[src/rtl/icu_pkg.sv]
package icu_pkg;
  localparam logic [1:0] ADDR_LO   = 2'd0;
  localparam logic [1:0] ADDR_HI   = 2'd1;
  localparam logic [1:0] ADDR_FLAG = 2'd2;
endpackage

[src/rtl/icu_sync.sv]
module icu_sync #(
  parameter int STAGES = 2
) (
  input  logic clk,
  input  logic rst,
  input  logic d,
  output logic q
);
  logic [STAGES-1:0] chain;

  generate
    if (STAGES == 1) begin : g_one
      always_ff @(posedge clk) begin
        if (rst) chain <= '0;
        else     chain <= d;
      end
    end else begin : g_many
      always_ff @(posedge clk) begin
        if (rst) chain <= '0;
        else     chain <= {chain[STAGES-2:0], d};
      end
    end
  endgenerate

  assign q = chain[STAGES-1];
endmodule

[src/rtl/icu_filter.sv]
module icu_filter #(
  parameter int SAMPLES = 4
) (
  input  logic clk,
  input  logic rst,
  input  logic d,
  output logic q
);
  localparam int HIST = SAMPLES - 1;

  logic [HIST-1:0] hist;
  logic [SAMPLES-1:0] window;
  logic agree;
  logic q_r;

  assign window = {hist, d};
  assign agree  = (&window) | ~(|window);

  always_ff @(posedge clk) begin
    if (rst) begin
      hist <= '0;
      q_r  <= 1'b0;
    end else begin
      hist <= window[HIST-1:0];
      if (agree && (d != q_r)) q_r <= d;
    end
  end

  assign q = q_r;
endmodule

[src/rtl/icu_edge.sv]
module icu_edge (
  input  logic clk,
  input  logic rst,
  input  logic sig,
  input  logic rise_sel,
  input  logic gate,
  output logic evt
);
  logic prev;

  always_ff @(posedge clk) begin
    if (rst) prev <= 1'b0;
    else     prev <= sig;
  end

  assign evt = gate & (rise_sel ? (sig & ~prev) : (~sig & prev));
endmodule

[src/rtl/icu_regs.sv]
module icu_regs
  import icu_pkg::*;
#(
  parameter int W = 16
) (
  input  logic         clk,
  input  logic         rst,
  input  logic [W-1:0] cnt,
  input  logic         evt,
  input  logic         top_mode,
  input  logic         wr_en,
  input  logic         rd_en,
  input  logic [1:0]   addr,
  input  logic [W/2-1:0] wdata,
  output logic [W/2-1:0] rdata,
  output logic [W-1:0] cap,
  output logic         flag
);
  localparam int BYTE = W / 2;

  logic [BYTE-1:0] hold;
  logic wr_lo, wr_hi, wr_flag, rd_lo;

  assign wr_lo   = wr_en & (addr == ADDR_LO);
  assign wr_hi   = wr_en & (addr == ADDR_HI);
  assign wr_flag = wr_en & (addr == ADDR_FLAG);
  assign rd_lo   = rd_en & (addr == ADDR_LO);

  always_ff @(posedge clk) begin
    if (rst) begin
      cap   <= '0;
      hold  <= '0;
      flag  <= 1'b0;
      rdata <= '0;
    end else begin
      if (evt)                    cap <= cnt;
      else if (wr_lo && top_mode) cap <= {hold, wdata};

      if (wr_hi)      hold <= wdata;
      else if (rd_lo) hold <= cap[W-1:BYTE];

      if (evt)                       flag <= 1'b1;
      else if (wr_flag && wdata[0])  flag <= 1'b0;

      if (rd_en) begin
        case (addr)
          ADDR_LO:   rdata <= cap[BYTE-1:0];
          ADDR_HI:   rdata <= hold;
          ADDR_FLAG: rdata <= {{(BYTE-1){1'b0}}, flag};
          default:   rdata <= '0;
        endcase
      end
    end
  end
endmodule

[src/rtl/filtered_capture.sv]
module filtered_capture #(
  parameter int CW          = 16,
  parameter int SYNC_STAGES = 2,
  parameter int FILT_SAMPLES = 4
) (
  input  logic          clk,
  input  logic          rst,
  input  logic [CW-1:0] cnt_i,
  input  logic          cap_pin_i,
  input  logic          cmp_i,
  input  logic          src_sel_i,
  input  logic          filt_en_i,
  input  logic          edge_rise_i,
  input  logic          top_mode_i,
  input  logic          irq_en_i,
  input  logic          bus_wr_i,
  input  logic          bus_rd_i,
  input  logic [1:0]    bus_addr_i,
  input  logic [CW/2-1:0] bus_wdata_i,
  output logic [CW/2-1:0] bus_rdata_o,
  output logic [CW-1:0] cap_o,
  output logic          flag_o,
  output logic          irq_o
);
  logic raw_sel;
  logic sync_sel;
  logic filt_q;
  logic det_in;
  logic cap_evt;

  assign raw_sel = src_sel_i ? cmp_i : cap_pin_i;

  icu_sync #(.STAGES(SYNC_STAGES)) u_sync (
    .clk(clk), .rst(rst), .d(raw_sel), .q(sync_sel)
  );

  icu_filter #(.SAMPLES(FILT_SAMPLES)) u_filt (
    .clk(clk), .rst(rst), .d(sync_sel), .q(filt_q)
  );

  assign det_in = filt_en_i ? filt_q : sync_sel;

  icu_edge u_edge (
    .clk(clk), .rst(rst), .sig(det_in), .rise_sel(edge_rise_i),
    .gate(~top_mode_i), .evt(cap_evt)
  );

  icu_regs #(.W(CW)) u_regs (
    .clk(clk), .rst(rst), .cnt(cnt_i), .evt(cap_evt),
    .top_mode(top_mode_i), .wr_en(bus_wr_i), .rd_en(bus_rd_i),
    .addr(bus_addr_i), .wdata(bus_wdata_i), .rdata(bus_rdata_o),
    .cap(cap_o), .flag(flag_o)
  );

  assign irq_o = flag_o & irq_en_i;
endmodule

[config.mk]
export PLATFORM = sky130hd
export DESIGN_NAME = filtered_capture
export DESIGN_NICKNAME = d
export VERILOG_FILES = /design/src/rtl/icu_pkg.sv /design/src/rtl/icu_sync.sv /design/src/rtl/icu_filter.sv /design/src/rtl/icu_edge.sv /design/src/rtl/icu_regs.sv /design/src/rtl/filtered_capture.sv
export SDC_FILE = /design/constraint.sdc
export NUM_CORES = 1
export LEC_CHECK = 0
export BUFFER_PORTS_ARGS = -buffer_cell sky130_fd_sc_hd__buf_2
export CAP_MARGIN = 20
export CORE_MARGIN = 5
export CORE_UTILIZATION = 46
export DETAILED_ROUTE_END_ITERATION = 6
export HOLD_SLACK_MARGIN = 0.03
export PLACE_DENSITY = 0.74
export SLEW_MARGIN = 10
export SYNTH_ARGS = -nofsm -noshare
export SYNTH_HDL_FRONTEND = slang
export SYNTH_SLANG_ARGS = --single-unit
[constraint.sdc]
create_clock -name clk -period 1.7 [get_ports clk]
set_clock_uncertainty 0.1 [all_clocks]
set_input_delay 0.255 -clock clk [delete_from_list [all_inputs] [get_ports clk]]
set_output_delay 0.255 -clock clk [all_outputs]
set_load 0.03 [all_outputs]
== Yosys cells after proc, flatten, opt, wreduce, memory -nomap -nowiden ==
Index checks and enable logic that the tools add are counted.

* Register bits after elaboration: 40
* Bits of input ports: 37
* Output and inout port bits: 26
* Word-level logic and storage cells: 43

* Equal/unequal tests: 3
* Multiplexer cells: 10
* Bitwise gates (word level): 13
* Reductions and logical operators: 9

{| class="wikitable"
|+ Operators by type and width
! operator !! count
|-
| two-way mux 16 bit || 2
|-
| case mux 8 bit (3 select lines) || 1
|-
| two-way mux 8 bit || 2
|-
| AND 1 bit || 8
|-
| nonzero test 2 bit || 3
|-
| two-way mux 1 bit || 5
|-
| inverter 1 bit || 4
|-
| AND reduction 4 bit || 1
|-
| OR reduction 4 bit || 1
|-
| logical AND 1 bit || 3
|-
| equality test 2 x 1 -> 1 bit, second input constant || 1
|-
| equality test 2 bit, second input constant || 1
|-
| logical NOT 2 bit || 1
|-
| inequality test 1 bit || 1
|-
| bitwise OR 1 bit || 1
|}

== Logic depth before layout (Yosys ltp) ==
Gate-level depths: netlist (run 1).

* Depth in word-level cells: 6
* Mapped depth: 6
* Gate-level depth less buffers: 3

== Modules after synthesis ==
Synthesis (run 1) repeated with hierarchy kept, for this count alone.

* Cell total of the unflattened synthesis: 231
* Area, all modules: 2044.5 µm²

{| class="wikitable"
|+ Modules (own cells, without submodules)
! module !! instances !! cells each !! area an instance (µm²) !! seq. area each (µm²)
|-
| icu_regs || 1 || 208 || 1775.5 || 660.6
|-
| icu_filter || 1 || 10 || 126.4 || 80.1
|-
| icu_sync || 1 || 4 || 52.6 || 40.0
|-
| icu_edge || 1 || 5 || 50.0 || 20.0
|-
| filtered_capture || 1 || 4 || 40.0 || 0.0
|}

== Worst setup path before layout (run 1) ==
No wires, ideal clock.

* Path type: register to register
* Start: register u_filt.q_r, in the netlist u_filt.q
* End: register u_regs.cap[10]
* Library setup time: 146 ps
* Data arrival time: 1287 ps
* Data required time: 1454 ps
* Path slack: 166 ps
* Cell stages (with the launch flop): 5
* Path buffers: 1
* Clock period less this slack: 1534 ps
* Cell sequence: dfxtp_1 > mux2i_2 > mux2i_1 > buf_6 > a221oi_1

* Word-level cells in the longest chain between the ends: 6
* Elaborated cells on any way between the ends: 8
* Classes of those cells: 3 x mux; 4 x bitwise; 1 x reduce/logical

{| class="wikitable"
|+ Ends and longest elaborated chain
! element !! RTL line !! RTL
|-
| from (decl) || icu_filter.sv:14 || <nowiki>logic q_r;</nowiki>
|-
| from (signal assigned) || icu_filter.sv:22 || <nowiki>q_r <= 1'b0;</nowiki>
|-
| from (signal assigned) || icu_filter.sv:25 || <nowiki>if (agree && (d != q_r)) q_r <= d;</nowiki>
|-
| two-way mux 1 bit * || filtered_capture.sv:41 || <nowiki>assign det_in = filt_en_i ? filt_q : sync_sel;</nowiki>
|-
| inverter 1 bit || icu_edge.sv:16 || <nowiki>assign evt = gate & (rise_sel ? (sig & ~prev) : (~sig & prev));</nowiki>
|-
| AND 1 bit || icu_edge.sv:16 ||
|-
| two-way mux 1 bit * || icu_edge.sv:16 ||
|-
| AND 1 bit * || icu_edge.sv:16 ||
|-
| two-way mux 16 bit or nonzero test 2 bit (tied branches) || n/a ||
|-
| to (signal assigned) || icu_regs.sv:36 || <nowiki>if (evt) cap <= cnt;</nowiki>
|-
| to (signal assigned) || icu_regs.sv:37 || <nowiki>else if (wr_lo && top_mode) cap <= {hold, wdata};</nowiki>
|-
| to (decl) || icu_regs.sv:16 || <nowiki>output logic [W-1:0] cap,</nowiki>
|}

Mark *: on every way between the ends. The rest lies on a longest branch, timed or not.
A chain may end at the register's enable or synchronous reset.

== Worst setup path after layout (run 1) ==
* Start: register u_filt.q_r, in the netlist u_filt.q
* End: register u_regs.cap[0]

Same word-level chain as after synthesis.

==> impl.org, run 1 <==
** Run status
- Run status :: finished clean

** Detailed routing
- For this block, the routed nets add up to 4.51 mm of wire.
- The detailed router placed around 1,600 vias in this run.
- Routed length per placed instance :: about 15 microns
- The first TritonRoute pass finished after 4 iterations.
- Number of nets still failing antenna checks after routing :: 0
- The first routing iteration left 80 violations.
- For this run, design rule violations remaining after detail routing come to 0.
- Avg Vias per Cell :: 5.24

** Layout
- Number of nets at the end of the flow :: about 290
- Registers take around 800 sq um.
- Footprint of the multi-input gates :: 961 sq um
- Layout filler cell count :: 375
- P&R area growth vs syn :: 25.0%
- The number of antenna diodes in the final layout is 0.
- In the final layout, the share of cells above drive strength 1 is 0.364.

** Setup path
- Crit path kind :: register to register
- The worst register-to-register path has a depth of 4.
- At the worst endpoint, the arrival time is 1460 ps.
- In this run the critical register-to-register path is launched from u_filt.q.
- Kind of launch point of the worst setup path :: register
- STA classifies the critical path endpoint as a register.
- Critical Path RT :: between 1500 and 2000 ps
- Critical-path maximum fanout :: 17
- Across all register-to-register paths, the minimum setup slack is 300 ps.
- In this run the critical register-to-register path is captured at u_regs.cap[0].

** Yosys
- Count of warnings emitted by yosys :: 0
- Number of distinct library cells after synthesis :: 27
- The cell count after synthesis came out at roughly 190.
- In the synthesized netlist the dominant register cell turns out to be dfxtp_1.
- Counting flops with a built-in enable in the synthesized netlist gives 0.
- The synthesized design spends more area on one cell type than any other, namely dfxtp_1.
- Post-synthesis instance area :: approximately 0.0019 sq mm
- Fraction of synthesized cell area taken by the top area cell type :: 0.431
- Top cell types by occurrence after synthesis :: dfxtp_1, nor2_1, mux2i_1
- The synthesized design contains 40 register bits.
- Most repeated cell in the gate-level netlist after synthesis :: dfxtp_1
- A synthesized cell averages 10.0 sq um.
- By area the synthesized netlist is led by dfxtp_1, mux2i_1, nor2_1.
- Register area share after synthesis :: 0.431
- The number of nets in the synthesized netlist is approximately 220.
- In the synthesized netlist the async set-or-reset flop fraction comes to 0.

** Timing
- Final hold violation count :: 0
- In this run the tightest slew margin relative to its limit is 0.675.
- At the pin with the least slew margin, the transition time is 487 ps.
- Post-route clock period utilization :: 0.826
- Count of final setup violators :: 0
- Once routing completed, OpenROAD measured the worst setup slack at 295 ps.
- Highest Clock Rate :: around 710 MHz
- Setup TNS after final layout :: 0 ps
- Final max-slew violation count :: 0
- Time the worst path needs with I/O delays and setup :: 1400 ps
- Setup repair after global routing left no endpoint under its margin.

** Pwr
- IR analysis of the VDD net gives a maximum drop of 394 uV.
- Combinational fraction of design power :: 0.134
- P_leak :: between 1 and 1.5 nW
- The share of total power dissipated in sequential elements is 0.516.
- Fraction of power consumed by the clock network :: 0.350
- Internal power of the cells :: 1.41 mW
- Switching power :: 0.503 mW
- Pwr dens :: 824 mW/mm^2
- Of the total power, the share spent switching nets is 0.263.

** Placed design
- OpenSTA, run right after detailed placement, puts the worst setup slack at ~200 ps.
- Routability-driven placement congestion ratio :: 0.756
- Quantity of I/O buffers inserted on ports :: 62
- After legalization and detailed placement, the total HPWL measured 3.30 mm.

** Global routing
- In the global route stage, met2 resource usage came out at 0.282.
- In the global route stage, met3 resource usage came out at 0.0451.
- Across every metal layer, demand over resource in global routing totals 0.179.
- Entering global routing, the biggest net connects 24 pins.
- The number of antenna violations at the first check in global routing was 0.
- Vias in the first global route :: 1,546
- Global routing finished with a remaining overflow of 0.
- For met1 alone, demand over resource in global routing was 0.234.
- First-pass GRT wire length :: 7.38 mm
- Most Crowded Layer GR :: met2

** CTS
- The root buffer cell chosen for the clock tree is clkbuf_8.
- TritonCTS clock tree :: done
- CTS clk-pin slew, worst paths :: roughly 80 ps
- The number of hold buffers added after CTS was 0.
- CTS HTree Levels :: 2
- Buffers from clock root to sink, at most :: 2
- Once the clock tree was built, the setup fixing pass inserted 0 buffers.
- Counting every sink on the clock net gives 40.
- Insertion delay to the later sink of the worst-skew pair :: 290 ps
- Cts bufs inserted :: 5
- Gates resized during post-CTS repair numbered 0.

** Floorplanning
- Die Y :: 73.6 microns
- After floorplanning, the core was divided into 23 placement rows.
- Standard cell core area :: 0.00397 sq mm
- Area of the die :: roughly 0.0054 sq mm
- 63 I/O pins were placed.
- The die is 73.6 microns wide.
- Starting density of the core :: 0.468

** Min path
- Worst Hold Depth :: 3
- The path class of the tightest hold or removal check is input pin to register.
- The worst hold path terminates at u_sync.chain[0].
- The worst hold path begins at cap_pin_i.

** Run
- Across the run, the number of max-cap violations was 0.
## critical path, stage by stage (launching register included)
cell	delay [ps]
dfxtp_1	340
mux2i_2	240
mux2i_1	220
buf_4	250
a221oi_1	110
## cell type report
type / count / area share
multi-input cells: 131 / 0.414
clock inverters: 2 / 0.00592
flip-flops and latches: 40 / 0.345
well taps: 50 / 0.0269
clock buffers: 6 / 0.0355
repair buffers: 71 / 0.173
## power groups by stage
stage / registers (mW) / logic [mW] / clock network, mW
2_1_floorplan: 1.04 / 0.127 / 0
3_3_place_gp: 1.01 / 0.254 / 0
3_5_place_dp: 1.01 / 0.258 / 0
4_1_cts: 0.987 / 0.259 / 0.683
5_1_grt: 0.992 / 0.281 / 0.732
6_report: 0.987 / 0.257 / 0.671
## logic make-up (layout without fill, tap and decap cells)
group	after synthesis	after routing	synth area share
buffers and inverters	15	79	0.0525
multiplexers	36	36	0.201
flip-flops	40	40	0.431
AND/OR/NAND/NOR	59	59	0.159
AO/OA/AOI/OAI	36	36	0.157
## how the worst max path moves through the flow
stage	cells past startpoint	slack (ps)	start	to
after floorplan	4	170	u_filt.q	u_regs.cap[10]
after global routing	4	170	u_filt.q	u_regs.cap[3]
after CTS	4	290	u_filt.q	u_regs.cap[0]
after global placement	5	240	filt_en_i	u_regs.cap[11]
final	4	300	u_filt.q	u_regs.cap[0]
after detailed placement	5	200	top_mode_i	u_regs.cap[10]
## stage by stage
stage | cell area, sq um | hold slack, ps | std cells | utilization | power (mW)
finish | 2320 | 107 | 300 | 0.585 | 1.91
global route | 2320 | 154 | 300 | 0.585 | 2.00
CTS | 2320 | 111 | 300 | 0.585 | 1.93
detailed placement | 2230 | 340 | 292 | 0.561 | 1.27
global placement | 2230 | 334 | 292 | 0.561 | 1.26
floorplan | 1860 | 299 | 186 | - | 1.17
## cells in the final DEF (no fill, tap or decap), drive strengths merged
| cell | count |
|---|---|
| clkinv | 1 |
| nand2 | 1 |
| nor3 | 1 |
| a21oi | 9 |
| and4bb | 1 |
| dfxtp | 40 |
| o31ai | 1 |
| o21ai | 1 |
| buf | 71 |
| and3 | 1 |
| nand2b | 2 |
| inv | 1 |
| o211a | 1 |
| a221oi | 16 |
| mux2 | 7 |
| nand3b | 2 |
| clkbuf | 6 |
| nor3b | 3 |
| and2 | 1 |
| nand4b | 1 |
| nor2b | 12 |
| a211oi | 8 |
| mux2i | 29 |
| nor2 | 34 |
## state kept, by name (all words and copies together) (netlist names)
| signal | count |
|---|---|
| u_regs.cap | 16 |
| u_regs.hold | 8 |
| u_regs.rdata | 8 |
| u_sync.chain | 2 |
| u_filt.hist | 3 |
| u_edge.prev | 1 |
| u_regs.flag | 1 |
| u_filt.q | 1 |
## metal layers
metal / wire (microns) / up-vias
met5: 0 / -
met4: 67 / 0
met3: 269 / 7
met2: 2130 / 42
met1: 2050 / 722
li1: - / 801
Note: power is estimated with default switching activity, not from simulation.
==> run 2: changes to the inputs <==
Settings changed: ABC_AREA set to 1, PLACE_DENSITY 0.74 to 0.73.
Clock period 1.7 ns to 1.5 ns, I/O delays scaled along.
==> run 2 against run 1 <==
Against the previous run: flip-flop and latch count stayed put; critical path depth up 3; synthesized cell count rose by 60%; count of clock-buffer cells in the layout unchanged; largest power group unchanged.
==> impl.org, run 2 <==
** Setup path
- The worst setup path is launched from a register.
- The critical path is of the register to register type.
- Critical Path RT :: 1620 ps (-140 ps)
- The data arrival time of the worst path came to 1450 ps (about the same).
- The highest net fanout along the worst path is 33 (+16).
- Worst Setup End Kind :: register

** Layout
- The growth of design area from synthesis to finish came to 25.0% (about the same).
- Commonest non-fill, non-tap cell in the layout :: nand2_1
- u_regs.cap holds more flip-flops than any other register.
- Number of nets at the end of the flow :: 401 (+40%)
- Final Instance Area :: 0.00254 sq mm (+9.2%)
- The number of diodes added for antenna fixing is 0 (unchanged).
- Fraction of layout instances using a drive strength above 1 :: 0.274 (-0.0900)
- Flip-flop count of the largest register, all copies and words added :: 16 (unchanged)
- Highest-count cells in the layout ignoring fill and taps :: nand2_1, buf_2, nand3_1
- The largest registers in the layout are u_regs.cap: 16 flops, u_regs.hold: 8 flops, u_regs.rdata: 8 flops.
- Number of standard cells in the final layout excluding fillers :: 417 (+39%)

** Yosys
- The synthesized instance count is 298 (+60%).
- By count the netlist is led by nand2_1, nand3_1, inv_1.
- Most area-consuming cells after synthesis :: dfxtp_1, nand2_1, nand3_1
- Parity-gate share of the synthesized area counting xor and xnor cells :: 0 (unchanged)
- Most repeated cell in the gate-level netlist after synthesis :: nand2_1
- Post-synthesis instance area :: 0.00203 sq mm (+9.1%)
- Dominant synthesized flop cell :: dfxtp_1
- Register area share after synthesis :: 0.395 (-0.0359)
- Count of warnings emitted by yosys :: 0 (unchanged)
- The async set-or-reset flop fraction in the synthesized netlist was 0 (unchanged).
- The area fraction in and, or, nand and nor cells after synthesis is 0.366 (+0.207).
- Main combinational cell family by area after synthesis :: simple AND/OR/NAND/NOR gates
- Post-Synthesis Mean Instance Area :: 6.81 sq um (-32%)
- The synthesized-area fraction occupied by adder cells is 0 (unchanged).
- Register bit total from synthesis :: 40 (unchanged)
- Fraction of synthesized cell area taken by the top area cell type :: 0.395 (-0.0359)
- The number of distinct library cell variants in the gate-level netlist after synthesis came to 27 (unchanged).
- The number of synthesized flops with an enable pin came to 0 (unchanged).
- The fraction of the mapped netlist area in compound gates is 0.127 (-0.0304).
- Mux contribution to synthesized area :: 0 (-0.201)
- Post-synth top area cell :: dfxtp_1
- Net count after synthesis :: 335 (+50%)

** Pwr
- Maximum ir drop on the vdd rail :: 447 uV (+13%)
- Pwr dens :: 895 mW/mm^2 (+8.6%)
- P_leak :: 1.33 nW (+32%)

** Detailed routing
- Routed length per placed instance :: 13.1 microns (-13%)
- Remaining routing DRC violations :: 0 (unchanged)
- Drt first pass iters :: 4 (unchanged)
- The detailed-routed wire length on met3 was 393 microns (+46%).
- The met1 wire length is 2.41 mm (+18%).
- Total vias in the final route :: 2,141 (+36%)
- Wirelength, routed :: 5.45 mm (+21%)
- DR top layer :: met4
- The post-route antenna net violation count is 0 (unchanged).
- The ratio of routed vias to standard cells is 5.13 (-2.0%).
- DRC marker count from the first detailed-route iteration :: 105 (+31%)
- Met2 routed WL :: 2.55 mm (+20%)

** CTS
- Buffers from clock root to sink, at most :: 2 (unchanged)
- TritonCTS clock tree :: done
- The post-CTS setup-driven buffer insertion count came to 0 (unchanged).
- CTS clk-pin slew, worst paths :: 70 ps (about the same)
- The tree is rooted in a clkbuf_8.
- The count of cells resized by post-cts repair was 0 (unchanged).
- The clock buffer count from CTS is 5 (unchanged).
- Insertion delay to the later sink of the worst-skew pair :: 290 ps (about the same)
- The deepest level of the CTS H-tree is 2 (unchanged).
- The clock net sink count is 40 (unchanged).

** Placed design
- Detailed-placement wirelength estimate :: 4.05 mm (+23%)
- Post-detailed-placement cell area :: 0.00242 sq mm (+8.6%)
- The number of port buffers is 62 (unchanged).
- The number of placed instances, taps included was 408 (+40%).
- Routability-driven placement congestion ratio :: 0.848 (+12%)

** Timing
- Time the worst path needs with I/O delays and setup :: 1330 ps (-71.4 ps)
- The final worst-path cycle share was 0.889 (+0.0626).
- Max_slew headroom :: 0.690 (+0.0150)
- The measured slew at the worst slew-check pin came to 464 ps (-23.2 ps).
- Setup repair after global routing left no endpoint under its margin.
- Highest Clock Rate :: 750 MHz (+5.4%)
- The number of hold violations in the final report is 0 (unchanged).
- The final setup TNS is 0 ps (unchanged).
- The number of setup violations in the final report came to 0 (unchanged).
- The total count of max-transition violations in the final report was 0 (unchanged).

** Min path
- HP Class :: input pin to register

** Global routing
- The via count of the first global-routing pass is 2,080 (+35%).
- First-pass GRT wire length :: 9.33 mm (+26%)
- Maximum number of pins on one net before global-route repair :: 34 (+42%)
- Global routing usage summed across all routing layers :: 0.190 (+0.0114)
- The number of antenna violations at the first check in global routing is 0 (unchanged).
- The total grt overflow was 0 (unchanged).

** Floorplanning
- The die span in y was 76.4 microns (+3.8%).
- Row count :: 24 (+4.3%)
- Area of the die :: 0.00584 sq mm (+7.8%)
- The die width came to 76.4 microns (+3.8%).
- The initial standard-cell utilization of the core came to 0.469 (+0.000860).
- The core region area is 0.00432 sq mm (+8.9%).
- The number of top-level design ports is 63 (unchanged).

** Run
- Max-cap violation count :: 0 (unchanged)

** Run status
- The run finished with clean final reports.
==> run 2: changes by cell type in the layout (fill, tap and decap cells not counted), sizes merged, moves of 5 or more <==
cell	previous run	this run
a221oi	16	0
a21oi	9	24
o21ai	1	7
or2	0	5
nand3	0	57
mux2	7	0
nand2	1	88
mux2i	29	0
inv	1	41
a211oi	8	0
o211ai	0	5
nor2	34	11
nor2b	12	0
==> run 2: area by class of cell <==
cell class / instances / area (sq um)
clock buffer: 6 / 72.6
clock inverter: 2 / 35.0
fill: 438 / 1790
inverter: 43 / 163
multi-input combinational: 202 / 1000
sequential: 40 / 801
tap: 52 / 65.1
timing repair buffer: 72 / 400
==> run 2: where the power goes <==
| part | total (mW) | switching (mW) | internal (mW) |
|---|---|---|---|
| logic | 0.297 | 0.190 | 0.108 |
| registers | 1.11 | 0.0227 | 1.09 |
| clock network | 0.859 | 0.365 | 0.494 |
==> run 2: worst paths after layout <==
check / from / to / slack [ps] / cells past startpoint
worst max-delay path: u_filt.q / u_regs.cap[12] / 170 / 7
worst min register to register: u_sync.chain[0] / u_sync.chain[1] / 310 / 2
worst min-delay path: rst / u_filt.hist[2] / 60 / 2
worst max register to register: u_filt.q / u_regs.cap[12] / 170 / 7
==> run 2: cell families after synthesis <==
| logic type | Yosys count |
|---|---|
| DFF | 40 |
| AOI/OAI and AO/OA | 40 |
| buffers and inverters | 56 |
| and+or+nand+nor | 162 |
==> run 2: repair_timing <==
action	CTS	global route
hold endpoints to repair	1	0
hold buffers	1	0
endpoints found under the setup margin	0	0
==> run 2: layer usage <==
metal,up-vias,global-route usage
li1,1082,-
met1,969,0.238
met2,82,0.318
met3,8,0.0461
met4,0,0.0629
met5,-,0
==> run 2: through the flow <==
stage	worst slack [ps]	util	power, mW	hold WS [ps]
global route	47.8	0.587	2.37	69.2
floorplan	150	-	1.31	220
finish	167	0.587	2.27	62.5
detailed placement	86.3	0.559	1.43	310
global placement	135	0.559	1.43	305
CTS	166	0.587	2.29	58.6
==> run 2: critical path: stages (launching register included) <==
cell and delay [ps]:
dfxtp_1 360, nand2_1 90, nand3_1 100, nand2_2 60, nand2_1 90, buf_12 180
nand3_1 110, a21oi_2 150
